## src/rtl/brc_pkg.sv

```systemverilog
package brc_pkg;
  typedef enum logic [1:0] {
    ST_OWNED     = 2'd0,
    ST_PENDING   = 2'd1,
    ST_RELEASED  = 2'd2,
    ST_RETURNING = 2'd3
  } brc_state_e;
endpackage

```

## src/rtl/brc_sync.sv

```systemverilog
// Multi-stage synchronizer for the asynchronous request line; resets to the
// idle (high) level.
module brc_sync #(
  parameter int STAGES = 2
) (
  input  logic clk,
  input  logic rst_n,
  input  logic d,
  output logic q
);
  logic [STAGES-1:0] pipe;

  always_ff @(posedge clk or negedge rst_n) begin
    if (!rst_n) pipe <= '1;
    else        pipe <= {pipe[STAGES-2:0], d};
  end

  assign q = pipe[STAGES-1];
endmodule

```

## src/rtl/brc_fsm.sv

```systemverilog
// Ownership state machine: CPU-owned, release pending, released, returning.
module brc_fsm
  import brc_pkg::*;
(
  input  logic clk,
  input  logic rst_n,
  input  logic req_s,
  input  logic cyc_busy,
  input  logic cyc_t1,
  input  logic cyc_last,
  output logic ack_n,
  output logic bus_oe,
  output logic cpu_hold
);
  brc_state_e st_q, st_d;

  always_comb begin
    st_d = st_q;
    unique case (st_q)
      ST_OWNED:     if (!req_s && (cyc_t1 || !cyc_busy)) st_d = ST_PENDING;
      ST_PENDING:   if (cyc_last || !cyc_busy)           st_d = ST_RELEASED;
      ST_RELEASED:  if (req_s)                           st_d = ST_RETURNING;
      ST_RETURNING:                                      st_d = ST_OWNED;
      default:                                           st_d = ST_OWNED;
    endcase
  end

  always_ff @(posedge clk or negedge rst_n) begin
    if (!rst_n) st_q <= ST_OWNED;
    else        st_q <= st_d;
  end

  assign ack_n    = (st_q != ST_RELEASED);
  assign bus_oe   = (st_q != ST_RELEASED);
  assign cpu_hold = (st_q != ST_OWNED);
endmodule

```

## src/rtl/brc_reqo.sv

```systemverilog
// Request-out tail: one rising-edge stage then one falling-edge stage, so the
// line releases 1.5 clocks after acknowledge returns high.
module brc_reqo (
  input  logic clk,
  input  logic rst_n,
  input  logic ack_n,
  input  logic reqo_en,
  output logic reqo_n
);
  logic rel_p;
  logic rel_n;

  always_ff @(posedge clk or negedge rst_n) begin
    if (!rst_n) rel_p <= 1'b0;
    else        rel_p <= ~ack_n;
  end

  always_ff @(negedge clk or negedge rst_n) begin
    if (!rst_n) rel_n <= 1'b0;
    else        rel_n <= rel_p;
  end

  assign reqo_n = ~(reqo_en & (~ack_n | rel_p | rel_n));
endmodule

```

## src/rtl/bus_release_ctrl.sv

```systemverilog
module bus_release_ctrl #(
  parameter int SYNC_STAGES = 2
) (
  input  logic clk,
  input  logic rst_n,
  input  logic req_n,
  input  logic cyc_busy,
  input  logic cyc_t1,
  input  logic cyc_last,
  input  logic reqo_en,
  output logic ack_n,
  output logic bus_oe,
  output logic cpu_hold,
  output logic reqo_n
);
  logic req_s;

  brc_sync #(.STAGES(SYNC_STAGES)) u_sync (
    .clk(clk), .rst_n(rst_n), .d(req_n), .q(req_s)
  );

  brc_fsm u_fsm (
    .clk(clk), .rst_n(rst_n), .req_s(req_s),
    .cyc_busy(cyc_busy), .cyc_t1(cyc_t1), .cyc_last(cyc_last),
    .ack_n(ack_n), .bus_oe(bus_oe), .cpu_hold(cpu_hold)
  );

  brc_reqo u_reqo (
    .clk(clk), .rst_n(rst_n), .ack_n(ack_n), .reqo_en(reqo_en), .reqo_n(reqo_n)
  );
endmodule

```

## config.mk

```make
export PLATFORM = sky130hd
export DESIGN_NAME = bus_release_ctrl
export DESIGN_NICKNAME = d
export VERILOG_FILES = /design/src/rtl/brc_pkg.sv /design/src/rtl/brc_sync.sv /design/src/rtl/brc_fsm.sv /design/src/rtl/brc_reqo.sv /design/src/rtl/bus_release_ctrl.sv
export SDC_FILE = /design/constraint.sdc
export NUM_CORES = 1
export LEC_CHECK = 0
export ABC_AREA = 1
export BUFFER_PORTS_ARGS = -buffer_cell sky130_fd_sc_hd__buf_4
export CAP_MARGIN = 20
export CORE_AREA = 5 5 42 44
export DETAILED_ROUTE_END_ITERATION = 8
export DIE_AREA = 0 0 47 49
export PLACE_DENSITY = 0.54
export SYNTH_ARGS = -nofsm -noshare
export SYNTH_HDL_FRONTEND = slang
export SYNTH_SLANG_ARGS = --single-unit
```

## constraint.sdc

```tcl
create_clock -name clk -period 1.45 [get_ports clk]
set_clock_uncertainty 0.2 [all_clocks]
set_input_delay 0.0725 -clock clk [delete_from_list [all_inputs] [get_ports clk]]
set_output_delay 0.0725 -clock clk [all_outputs]
set_load 0.01 [all_outputs]
```

# Word-level counts from Yosys, hierarchy flattened
# Index checks and enable logic that the tools add are counted.
[classes]
n_eq_ne = 7
bitwise_logic = 5
n_reduce_logical = 8
n_mux = 4
[op_table]
columns = ["operator", "n"]
rows = [
  ["$pmux 2 s4", 1],
  ["$mux 2", 3],
  ["$eq 2x2->1 const B", 2],
  ["$ne 2x1->1 const B", 2],
  ["$ne 2x2->1 const B", 2],
  ["$reduce_and 3->1", 1],
  ["$eq 2x1->1 const B", 1],
  ["$logic_not 1->1", 2],
  ["$logic_not 2->1", 1],
  ["$logic_or 1x1->1", 2],
  ["$not 1->1", 2],
  ["$or 1x1->1", 2],
  ["$reduce_bool 2->1", 1],
  ["$and 1x1->1", 1],
  ["$logic_and 1x1->1", 1],
]
[totals]
reg_bits = 6
out_inout_bits = 4
input_bits = 7
word_cells = 28

# Logic depth before layout (Yosys ltp)
[logic_depth]
depth_word = 6
depth_mapped = 8
ltp_nobuf = 8

# Modules after synthesis
# From an unflattened synthesis, not the netlist that was laid out.
[unflattened]
cells_unflattened = 37
hier_area_um2 = 309.0
[by_module_without_submodules]
columns = ["module", "seq_area_each_um2", "cells_per_inst", "area_per_inst_um2", "instances"]
rows = [
  ["brc_fsm", 50.0, 28, 186.4, 1],
  ["brc_reqo", 50.0, 7, 70.1, 1],
  ["brc_sync", 52.6, 2, 52.6, 1],
]

==> metrics.yaml <==
rows: 14
setup_slack_ps: -455
ant_nets: 0
yosysSeqAreaShare: 0.490
synth-edff-count: 0
crit_buf_inv: 1
die_h_um: 49
hold_start: "cyc_busy"
worst_pin_slew_ps: 179
slew_headroom: 0.880
critPathSlowestCell: "dfrtn_1"
crit_type: "flip-flop to output port"
cts.sinks: 6
grt_max_degree: 6
cts_tree: "built"
antenna_found_initial: 0
cp.arrival_ps: 1630
numCtsBuffers: 3
root_buffer: "clkbuf_4"
setup_violations: 1
synth_seq_cells: 6
synth_top_cells_by_count: "nand2_1 (8), inv_1 (7), ha_1 (4)"
crit_family: "flip-flops"
place_congestion: 0.755
placed_area_um2: 435
clk_pin_slew_ps: 50
drc_errors: 0
vias: 265
gr-total-overflow: 0
clk_latency_ps: 240
cts-htree-levels: 1
clock_path_buffers: 2
avgRoutedWirePerCell_um: 7.99
syn_inst: 34
r2r-start: "u_reqo.rel_p$_DFF_PN0_"
grt_pass1_wl_um: 890
synthFlopType: "dfrtp_1"
start_kind: "flip-flop"
syn_area_um2: 312
crit_fanout: 1
syn-num-nets: 45
drt_iter0_markers: 3
critPathCaptureType: "output port"
yosys.cell_types.count: 12
start_util: 0.222
synth.most_common_cell: "nand2_1"
total_leakage_power_nw: 0.267
startpoint: "u_reqo.rel_n$_DFF_NN0_"
max-cap-violations: 0
hold_violations: 0
critPathRequiredTime_ps: 1180
nets: 65
dr.pass1.iters: 4
critical_path.max_stage_delay_ps: 350
core-area_um2: 1400
die_area_um2: 2300
drv_slew: 0
rsz0062_at_grt: "true"
status: "finished with violations"
synth.avg_cell_area_um2: 9.16
grt_usage: 0.0552
crit_path_cell_trace: "o31ai_4, buf_4"
place_hpwl_um: 414
drive_above_1_share: 0.491
drt_wl_total_um: 551
grt_pass1_vias: 240
powerDensity_nw_per_um2: 1910
area_growth_pct: 67.1
async_reset_ff_frac: 1.00
violations: "negative setup slack"
tns_ps: -455
vias_per_cell: 3.84
synth_top_area_frac: 0.241
synthTopCellsByArea: "dfrtp_1 (24%), dfstp_2 (17%), ha_1 (16%)"
yosysTopAreaCell: "dfrtp_1"
ir_drop_v: 0.000680
die_w_um: 47
fin_area_um2: 520
n_antenna_cell: 0
synth_warnings: 0
hp-class: "input pin to flip-flop"
design.portCount: 11
port_buffers: 10
==> state kept, by name, summed over array words and instances (netlist names) <==
register	flops
u_fsm.st_q	2
u_sync.pipe	2
u_reqo.rel_p	1
u_reqo.rel_n	1
==> where the power goes <==
part           total, mW  internal [mW]  switching, mW
Combinational      0.553          0.292          0.261
Clock              0.161          0.104         0.0573
Sequential         0.282          0.234         0.0488
Total              0.996          0.629          0.367
==> cell type report <==
type	count	area [um2]
timing repair buffer	16	131
multi-input combinational	19	160
clock buffer	4	26.3
sequential	6	153
inverter	8	30.0
tap	16	20.0
fill	148	881
==> cells in the final DEF, fill, tap and decap left out, types with 3 or more instances in the layout <==
| cell | instances |
|---|---|
| clkbuf_4 | 3 |
| buf_4 | 12 |
| inv_1 | 5 |
| dfrtp_1 | 3 |
| inv_2 | 3 |
| dlygate4sd3_1 | 3 |
| nand3_1 | 3 |
| nand2_1 | 8 |
==> per-stage QoR <==
step	utilization	std cells	hold WS (ps)	total power [mW]	worst slack (ps)
3_3_place_gp	0.311	62	-319	0.758	-185
3_5_place_dp	0.311	62	-320	0.758	-202
5_1_grt	0.371	69	83.0	1.10	-491
2_1_floorplan	-	34	-423	0.568	-90.6
4_1_cts	0.353	69	47.0	0.939	-470
6_report	0.371	69	51.3	0.996	-455
==> repair_timing <==
item	CTS	global route
hold endpoints to repair	6	0
buffers inserted	0	0
hold buffers	3	0
gates resized for setup	1	6
setup endpoints to repair	3	5
==> routing by layer <==
layer	up-vias	share of wire	GRT usage
met5	-	0	0
met2	9	0.49	0.0769
met3	0	0.094	0.0443
met4	0	0	0.0276
li1	139	-	-
met1	117	0.42	0.0582
==> logic make-up (layout without fill, tap and decap cells) <==
| family | after synthesis | after routing | synth area share |
|---|---|---|---|
| adder cells (fa/ha/maj) | 4 | 4 | 0.161 |
| AND/OR/NAND/NOR | 14 | 14 | 0.205 |
| AO/OA/AOI/OAI | 1 | 1 | 0.0241 |
| buffers and inverters | 9 | 28 | 0.120 |
| flip-flops | 6 | 6 | 0.490 |
==> path summary, 6_finish.rpt <==
check | end | slack, ps | depth (start not counted)
min in group asynchronous | u_sync.pipe[0]$_DFF_PN1_ | 120 | 2
setup / recovery | reqo_n | -460 | 2
setup reg to reg | u_reqo.rel_n$_DFF_NN0_ | 10 | 0
hold reg to reg | u_sync.pipe[1]$_DFF_PN1_ | 160 | 0
max in group asynchronous | u_reqo.rel_p$_DFF_PN0_ | 340 | 3
hold / removal | u_fsm.st_q[1]$_DFFE_PN0P_ | 50 | 6
(Power assumes the default switching activity.)
